`config.mk`:
```
export PLATFORM = sky130hd
export DESIGN_NAME = lldma_channel
export DESIGN_NICKNAME = d
export VERILOG_FILES = /design/src/rtl/lldma_pkg.sv /design/src/rtl/lldma_ctrl.sv /design/src/rtl/lldma_datapath.sv /design/src/rtl/lldma_channel.sv
export SDC_FILE = /design/constraint.sdc
export NUM_CORES = 1
export LEC_CHECK = 0
export ABC_AREA = 0
export BUFFER_PORTS_ARGS = -buffer_cell sky130_fd_sc_hd__buf_2
export CORE_MARGIN = 3
export CORE_UTILIZATION = 56
export CTS_CLUSTER_SIZE = 16
export DETAILED_ROUTE_END_ITERATION = 16
export HOLD_SLACK_MARGIN = 0.03
export PLACE_DENSITY = 0.82
export SYNTH_ARGS = -nofsm -noshare
export SYNTH_HDL_FRONTEND = slang
export SYNTH_HIERARCHICAL = 1
export SYNTH_SLANG_ARGS = --single-unit
```
`constraint.sdc`:
```
create_clock -name clk -period 5.27 [get_ports clk]
set_input_delay 1.054 -clock clk [delete_from_list [all_inputs] [get_ports clk]]
set_output_delay 1.054 -clock clk [all_outputs]
set_load 0.03 [all_outputs]
```
`src/rtl/lldma_pkg.sv`:
```
package lldma_pkg;

  localparam int unsigned DESC_WORDS = 8;
  localparam int unsigned DESC_IDX_W = $clog2(DESC_WORDS);

  // software register select codes
  localparam logic [2:0] SEL_LINK = 3'd0;
  localparam logic [2:0] SEL_CNT  = 3'd1;
  localparam logic [2:0] SEL_SRC  = 3'd2;
  localparam logic [2:0] SEL_DST  = 3'd3;
  localparam logic [2:0] SEL_CFG  = 3'd4;

  // descriptor word slots
  localparam logic [DESC_IDX_W-1:0] W_LINK = DESC_IDX_W'(0);
  localparam logic [DESC_IDX_W-1:0] W_CNT  = DESC_IDX_W'(4);
  localparam logic [DESC_IDX_W-1:0] W_SRC  = DESC_IDX_W'(5);
  localparam logic [DESC_IDX_W-1:0] W_DST  = DESC_IDX_W'(6);
  localparam logic [DESC_IDX_W-1:0] W_CFG  = DESC_IDX_W'(7);

  // config and link bit positions
  localparam int unsigned CFG_EN     = 0;
  localparam int unsigned CFG_NODE   = 1;
  localparam int unsigned CFG_WIDTH  = 12;
  localparam int unsigned CFG_DSTINC = 30;
  localparam int unsigned CFG_SRCINC = 31;
  localparam int unsigned LINK_CHAIN = 1;
  localparam int unsigned LINK_ALIGN = 5;

  typedef enum logic [2:0] {
    ST_IDLE, ST_READ, ST_WRITE, ST_NODE, ST_FREQ, ST_FCAP
  } ctrlState_t;

  typedef struct packed {
    logic                  issueRd;
    logic                  doWr;
    logic                  issueFetch;
    logic                  capFetch;
    logic [DESC_IDX_W-1:0] wordIdx;
    logic                  nodeStart;
    logic                  clrEn;
  } dpStrobe_t;

  typedef struct packed {
    logic enable;
    logic cntZero;
    logic lastBeat;
    logic chainOn;
    logic nodeIrq;
  } dpStatus_t;

endpackage

```
`src/rtl/lldma_ctrl.sv`:
```
module lldma_ctrl
  import lldma_pkg::*;
(
  input  logic      clk,
  input  logic      rstN,
  input  dpStatus_t stat,
  output dpStrobe_t strb,
  output logic      busy,
  output logic      nodeDone,
  output logic      chainDone
);

  localparam logic [DESC_IDX_W-1:0] LAST_IDX = DESC_IDX_W'(DESC_WORDS - 1);

  ctrlState_t state, nextState;
  logic [DESC_IDX_W-1:0] wordIdx;

  always_comb begin
    strb         = '0;
    strb.wordIdx = wordIdx;
    nextState    = state;
    nodeDone     = 1'b0;
    chainDone    = 1'b0;
    unique case (state)
      ST_IDLE:  if (stat.enable) nextState = ST_READ;
      ST_READ: begin
        if (stat.cntZero) nextState = ST_NODE;
        else if (stat.enable) begin
          strb.issueRd = 1'b1;
          nextState    = ST_WRITE;
        end
      end
      ST_WRITE: begin
        strb.doWr = 1'b1;
        nextState = stat.lastBeat ? ST_NODE : ST_READ;
      end
      ST_NODE: begin
        nodeDone = stat.nodeIrq;
        if (stat.chainOn) begin
          strb.nodeStart = 1'b1;
          nextState      = ST_FREQ;
        end else begin
          chainDone  = 1'b1;
          strb.clrEn = 1'b1;
          nextState  = ST_IDLE;
        end
      end
      ST_FREQ: begin
        if (stat.enable) begin
          strb.issueFetch = 1'b1;
          nextState       = ST_FCAP;
        end
      end
      ST_FCAP: begin
        strb.capFetch = 1'b1;
        nextState     = (wordIdx == LAST_IDX) ? ST_READ : ST_FREQ;
      end
      default: nextState = ST_IDLE;
    endcase
  end

  always_ff @(posedge clk) begin
    if (!rstN) begin
      state   <= ST_IDLE;
      wordIdx <= '0;
    end else begin
      state <= nextState;
      if (state == ST_NODE) wordIdx <= '0;
      else if (state == ST_FCAP)
        wordIdx <= (wordIdx == LAST_IDX) ? '0 : wordIdx + 1'b1;
    end
  end

  assign busy = (state != ST_IDLE);

  assert_chain_end_idle_R7: assert property (@(posedge clk) disable iff (!rstN)
    chainDone |=> !busy);
  assert_chain_pulse_R7: assert property (@(posedge clk) disable iff (!rstN)
    chainDone |=> !chainDone);
  assert_fetch_capture_R6: assert property (@(posedge clk) disable iff (!rstN)
    strb.issueFetch |=> strb.capFetch && (strb.wordIdx == $past(strb.wordIdx)));

endmodule

```
`src/rtl/lldma_datapath.sv`:
```
module lldma_datapath
  import lldma_pkg::*;
#(
  parameter int unsigned ADDR_W = 32,
  parameter int unsigned DATA_W = 32,
  parameter int unsigned CNT_W  = 16
) (
  input  logic                clk,
  input  logic                rstN,
  input  logic                regWr,
  input  logic [2:0]          regSel,
  input  logic [31:0]         regWdata,
  input  dpStrobe_t           strb,
  output dpStatus_t           stat,
  output logic [ADDR_W-1:0]   memRdAddr,
  input  logic [DATA_W-1:0]   memRdData,
  output logic [ADDR_W-1:0]   memWrAddr,
  output logic [DATA_W-1:0]   memWrData,
  output logic [DATA_W/8-1:0] memWrStrb,
  output logic [CNT_W-1:0]    curCount,
  output logic [31:0]         curLink
);

  localparam int unsigned LANES    = DATA_W / 8;
  localparam int unsigned LANE_LOG = $clog2(LANES);
  localparam logic [1:0]  MAX_LOG  = 2'(LANE_LOG);

  logic [31:0]       linkReg;
  logic [CNT_W-1:0]  cnt;
  logic [ADDR_W-1:0] srcAddr, dstAddr, fetchBase;
  logic              cfgEn, cfgNode, cfgSrcInc, cfgDstInc;
  logic [1:0]        cfgWidth;

  logic [1:0]        sizeLog;
  logic [CNT_W-1:0]  widthBytes, beat;
  logic [31:0]       descWord;
  logic              capLink, capCnt, capSrc, capDst, capCfg;
  logic              swLink, swCnt, swSrc, swDst, swCfg;

  assign sizeLog    = (cfgWidth > MAX_LOG) ? MAX_LOG : cfgWidth;
  assign widthBytes = CNT_W'(1) << sizeLog;
  assign beat       = (cnt < widthBytes) ? cnt : widthBytes;
  assign descWord   = memRdData[31:0];

  assign capLink = strb.capFetch && (strb.wordIdx == W_LINK);
  assign capCnt  = strb.capFetch && (strb.wordIdx == W_CNT);
  assign capSrc  = strb.capFetch && (strb.wordIdx == W_SRC);
  assign capDst  = strb.capFetch && (strb.wordIdx == W_DST);
  assign capCfg  = strb.capFetch && (strb.wordIdx == W_CFG);
  assign swLink  = regWr && (regSel == SEL_LINK);
  assign swCnt   = regWr && (regSel == SEL_CNT);
  assign swSrc   = regWr && (regSel == SEL_SRC);
  assign swDst   = regWr && (regSel == SEL_DST);
  assign swCfg   = regWr && (regSel == SEL_CFG);

  always_ff @(posedge clk) begin
    if (!rstN) begin
      linkReg   <= '0;
      cnt       <= '0;
      srcAddr   <= '0;
      dstAddr   <= '0;
      fetchBase <= '0;
      cfgEn     <= 1'b0;
      cfgNode   <= 1'b0;
      cfgSrcInc <= 1'b0;
      cfgDstInc <= 1'b0;
      cfgWidth  <= '0;
    end else begin
      if (capLink)     linkReg <= descWord;
      else if (swLink) linkReg <= regWdata;

      if (strb.doWr)  cnt <= cnt - beat;
      else if (capCnt) cnt <= descWord[CNT_W-1:0];
      else if (swCnt)  cnt <= regWdata[CNT_W-1:0];

      if (strb.doWr && cfgSrcInc) srcAddr <= srcAddr + ADDR_W'(beat);
      else if (capSrc)            srcAddr <= ADDR_W'(descWord);
      else if (swSrc)             srcAddr <= ADDR_W'(regWdata);

      if (strb.doWr && cfgDstInc) dstAddr <= dstAddr + ADDR_W'(beat);
      else if (capDst)            dstAddr <= ADDR_W'(descWord);
      else if (swDst)             dstAddr <= ADDR_W'(regWdata);

      if (strb.nodeStart)
        fetchBase <= ADDR_W'({linkReg[31:LINK_ALIGN], LINK_ALIGN'(0)});

      if (capCfg) begin
        // a pause written during the fetch survives the config reload
        cfgEn     <= swCfg ? regWdata[CFG_EN] : (descWord[CFG_EN] & cfgEn);
        cfgNode   <= descWord[CFG_NODE];
        cfgSrcInc <= descWord[CFG_SRCINC];
        cfgDstInc <= descWord[CFG_DSTINC];
        cfgWidth  <= descWord[CFG_WIDTH +: 2];
      end else if (swCfg) begin
        cfgEn     <= regWdata[CFG_EN];
        cfgNode   <= regWdata[CFG_NODE];
        cfgSrcInc <= regWdata[CFG_SRCINC];
        cfgDstInc <= regWdata[CFG_DSTINC];
        cfgWidth  <= regWdata[CFG_WIDTH +: 2];
      end else if (strb.clrEn) begin
        cfgEn <= 1'b0;
      end
    end
  end

  assign memRdAddr = strb.issueFetch
                   ? fetchBase + ADDR_W'({strb.wordIdx, 2'b00})
                   : srcAddr;
  assign memWrAddr = dstAddr;
  assign memWrData = memRdData;

  for (genvar lane = 0; lane < LANES; lane++) begin : gLane
    assign memWrStrb[lane] = CNT_W'(lane) < beat;
  end

  assign stat.enable   = cfgEn;
  assign stat.cntZero  = (cnt == '0);
  assign stat.lastBeat = (cnt == beat);
  assign stat.chainOn  = linkReg[LINK_CHAIN];
  assign stat.nodeIrq  = cfgNode;

  assign curCount = cnt;
  assign curLink  = linkReg;

  assert_count_falls_R5: assert property (@(posedge clk) disable iff (!rstN)
    strb.doWr |=> cnt < $past(cnt));
  assert_single_access_R3: assert property (@(posedge clk) disable iff (!rstN)
    $onehot0({strb.issueRd, strb.issueFetch, strb.doWr}));
  assert_beat_bounded_R3: assert property (@(posedge clk) disable iff (!rstN)
    strb.doWr |-> (memWrStrb != '0) && (beat <= cnt));
  assert_pause_holds_R10: assert property (@(posedge clk) disable iff (!rstN)
    (!cfgEn && !strb.doWr && !strb.capFetch && !regWr)
      |=> $stable(cnt) && $stable(srcAddr) && $stable(dstAddr) && $stable(linkReg));

endmodule

```
`src/rtl/lldma_channel.sv`:
```
module lldma_channel
  import lldma_pkg::*;
#(
  parameter int unsigned ADDR_W = 32,
  parameter int unsigned DATA_W = 32,
  parameter int unsigned CNT_W  = 16
) (
  input  logic                clk,
  input  logic                rstN,
  input  logic                regWr,
  input  logic [2:0]          regSel,
  input  logic [31:0]         regWdata,
  output logic                memRdReq,
  output logic [ADDR_W-1:0]   memRdAddr,
  input  logic [DATA_W-1:0]   memRdData,
  output logic                memWrEn,
  output logic [ADDR_W-1:0]   memWrAddr,
  output logic [DATA_W-1:0]   memWrData,
  output logic [DATA_W/8-1:0] memWrStrb,
  output logic                busy,
  output logic [CNT_W-1:0]    curCount,
  output logic [31:0]         curLink,
  output logic                nodeDone,
  output logic                chainDone
);

  dpStrobe_t strb;
  dpStatus_t stat;

  lldma_ctrl u_ctrl (
    .clk       (clk),
    .rstN      (rstN),
    .stat      (stat),
    .strb      (strb),
    .busy      (busy),
    .nodeDone  (nodeDone),
    .chainDone (chainDone)
  );

  lldma_datapath #(
    .ADDR_W (ADDR_W),
    .DATA_W (DATA_W),
    .CNT_W  (CNT_W)
  ) u_datapath (
    .clk       (clk),
    .rstN      (rstN),
    .regWr     (regWr),
    .regSel    (regSel),
    .regWdata  (regWdata),
    .strb      (strb),
    .stat      (stat),
    .memRdAddr (memRdAddr),
    .memRdData (memRdData),
    .memWrAddr (memWrAddr),
    .memWrData (memWrData),
    .memWrStrb (memWrStrb),
    .curCount  (curCount),
    .curLink   (curLink)
  );

  assign memRdReq = strb.issueRd | strb.issueFetch;
  assign memWrEn  = strb.doWr;

endmodule

```
==> out/summary.txt <==
Status: finished clean
Sequential area share after synthesis: 28.6%
Startpoint types: flop
Register area: 0.00302 mm2
Mapped Cells: 1315
Worst Path Arrival: 5270 ps
Placer Congestion: 0.980
Ys flop type: dfxtp_1
Crit-path leading delay family: simple AND/OR/NAND/NOR gates
Commonest non-fill, non-tap cell in the layout: buf_2
Most frequent CP cell: or3_4
Post-Place Worst Slack: 414 ps
CTS clock-pin slew for the worst setup and hold paths: 60 ps
CTS Buf Count: 17
Worst stage delay on the critical path: 610 ps
Asr flop ratio synth: 0%
Vias in the first global route: 9974
Core Region: 0.0183 mm2
Setup violators final: 0
Post-layout minimum cycle time: 4950 ps
Fillers: 1529
Antenna cells: 0
DRT iter0 DRCs: 1168
CP bufs+invs: 1
Endpoint class of the critical path: flop
Synth area leader: dfxtp_1
Die Ht: 143 um
Mapped Area: 0.0106 mm2
Avg Cell Area, Syn: 8.05 um2
Slowest cell on crit path: a211oi_1
Power per cell area: 254 mW/mm2
Total power: 3.11 mW
Initial antenna violation count: 0
Final Hold Fails: 0
Post-route setup TNS: 0 ps
DRC Markers: 0
Top cell type's share of synthesized area: 28.6%
Crit-path cells: or3_4 -> or3_4 -> nor3_4 -> nand3b_4 -> a211oi_4 -> nor3_1 -> a21o_2 -> ha_1 -> inv_1 -> fa_1 -> nor2b_1 -> o2111ai_1 -> nand4b_1 -> a211oi_1 -> or2_2 -> a21oi_1 -> o221a_2
Layout area overhead: 16.0%
Clock skew: 9.14 ps
Later-pin clock latency in the skew report: 430 ps
Area of the multi-input gates: 0.00696 mm2
Yosys warning count: 6
RSZ-0062 raised after global routing: no
Crit path kind: reg -> reg
Post-synth EDFFs: 0
Cell variety after synth: 77
Num Clock Sinks: 151
Tot GR Track Use: 33.9%
CP max FO: 10
M1 wire length: 14400 um
Most frequent cells in the layout: 222 x buf_2, 151 x dfxtp_1, 150 x nor2_1
Period utilization: 93.9%
Clock Path Buffers: 2
Final WS setup: 321 ps
Final core occ: 67.2%
Largest cells by area after synthesis: dfxtp_1 29%, mux2i_1 11%, nor2_1 5.3%
First-pass detailed-route iteration total: 6
Post-Layout Cell Count: 1723
CTS tree: yes
Die area: 0.0206 mm2
Pins Over Slew Limit: 0
Ratio of cells with drive above 1 in the final layout: 22.9%
I/O Pins: 223
Routed WL: 36500 um
Initial Util: 57.9%
Drt wl/cell: 21.2 um
Via count: 11100
WL met2: 16900 um
# port buffers: 222
Slew HR: 14.5%
Placed Cells: 1691
Largest net degree at the start of global routing: 67
Number of synthesized register bits: 151
Nets: 1595
VDD IR max: 237 uV
Root buffer cell: clkbuf_16
Met3 WL post-DR: 3540 um
Global route overflow: 0
Worst Hold Class: reg -> reg
Slew @ Worst Pin: 1280 ps
Dpl hpwl: 25900 um
First-pass GRT wire length: 54800 um
H-tree Lvls: 4
Rows: 49
Die W: 143 um
Vias per inst: 6.46
Top Layer Used: met4
Post-route ant nets: 0
CTS hold repair buffers: 0
F_max: 0.202 GHz
Setup Buffers After CTS: 0
Max Cap Viol: 0
Resized Gates After CTS: 0
Crit path required time: 5600 ps
Leak: 5.50 nW
[path summary, 6_finish.rpt]
check                                       start                              endpoint  slack (ps)  cells past startpoint
max reg2reg   u_datapath/curCount[4]$_SDFFE_PN0P_   u_datapath/srcAddr[16]$_SDFFE_PN0P_         320                     17
min reg2reg  u_datapath/memWrAddr[6]$_SDFFE_PN0P_  u_datapath/memWrAddr[6]$_SDFFE_PN0P_         480                      2
min          u_datapath/memWrAddr[6]$_SDFFE_PN0P_  u_datapath/memWrAddr[6]$_SDFFE_PN0P_         480                      2
max           u_datapath/curCount[4]$_SDFFE_PN0P_   u_datapath/srcAddr[16]$_SDFFE_PN0P_         320                     17
[kinds of logic (layout without fill, tap and decap cells)]
group                    count (synthesis)  after routing  share of synthesized area (%)
flip-flops                             151            151                           28.6
multiplexers                           152            152                           14.8
buffers and inverters                  148            304                           6.80
other                                    2             25                         0.0709
AO/OA/AOI/OAI                          355            355                           22.2
adder cells (fa/ha/maj)                 44             44                           5.41
AND/OR/NAND/NOR                        432            432                           19.5
XOR/XNOR                                31             31                           2.57
[worst reg2reg max path: stages, from the launching register on]
cell	delay, ps
dfxtp_1	360
or3_4	410
or3_4	370
nor3_4	260
nand3b_4	150
a211oi_4	500
nor3_1	140
a21o_2	240
ha_1	210
inv_1	70
fa_1	200
nor2b_1	70
o2111ai_1	240
nand4b_1	300
a211oi_1	610
or2_2	320
a21oi_1	90
o221a_2	270
[sequential cells by signal (all words and copies together) (netlist names)]
register / count
u_ctrl/state: 3
u_datapath/cfgSrcInc: 1
u_datapath/cfgEn: 1
u_datapath/curLink: 32
u_datapath/cfgWidth: 2
u_datapath/curCount: 16
u_datapath/srcAddr: 32
u_datapath/cfgDstInc: 1
u_datapath/cfgNode: 1
u_ctrl/wordIdx: 3
u_datapath/memWrAddr: 32
u_datapath/fetchBase: 27
[layer usage]
metal / GRT usage, % / vias up
met1: 43.7 / 5235
met3: 6.82 / 109
met5: 0 / -
met2: 54.9 / 675
li1: - / 5117
met4: 15.6 / 0
[layout make-up]
type | instances | share of cell area, %
clock inverters | 11 | 1.19
flip-flops and latches | 151 | 24.6
well taps | 229 | 2.33
repair buffers | 245 | 10.5
clock buffers | 21 | 3.83
inverters | 27 | 0.836
multi-input cells | 1039 | 56.7
[power breakdown]
| part | internal, mW | total (mW) | switching [mW] |
|---|---|---|---|
| Sequential | 1.17 | 1.20 | 0.0324 |
| Combinational | 0.208 | 0.614 | 0.406 |
| Clock | 0.784 | 1.30 | 0.517 |
| Total | 2.16 | 3.11 | 0.956 |
[metrics by stage]
step           hold slack (ps)  cell area [um2]
3_3_place_gp               463            11700
5_1_grt                    500            12300
6_report                   478            12300
4_1_cts                    476            12300
3_5_place_dp               468            11700
2_1_floorplan              447            10700
[cells in the mapped netlist (6+ instances only)]
master,count
and3_1,14
a21oi_1,92
o21a_1,6
o21ai_0,59
mux2i_1,115
or3_1,10
mux2_2,36
buf_1,12
nor4_1,9
nor2b_1,16
xnor2_1,16
a31oi_1,22
dfxtp_1,151
nand3_1,38
a21o_1,18
o22ai_1,7
o211ai_1,19
xor2_1,15
nor3_1,16
ha_1,41
nor4b_1,6
inv_1,25
a211oi_1,73
nor2_1,150
nand4_1,16
nand2_1,119
buf_2,11
buf_4,36
nand4b_1,6
clkbuf_1,60
No activity file was read; power rests on OpenSTA's default activity.
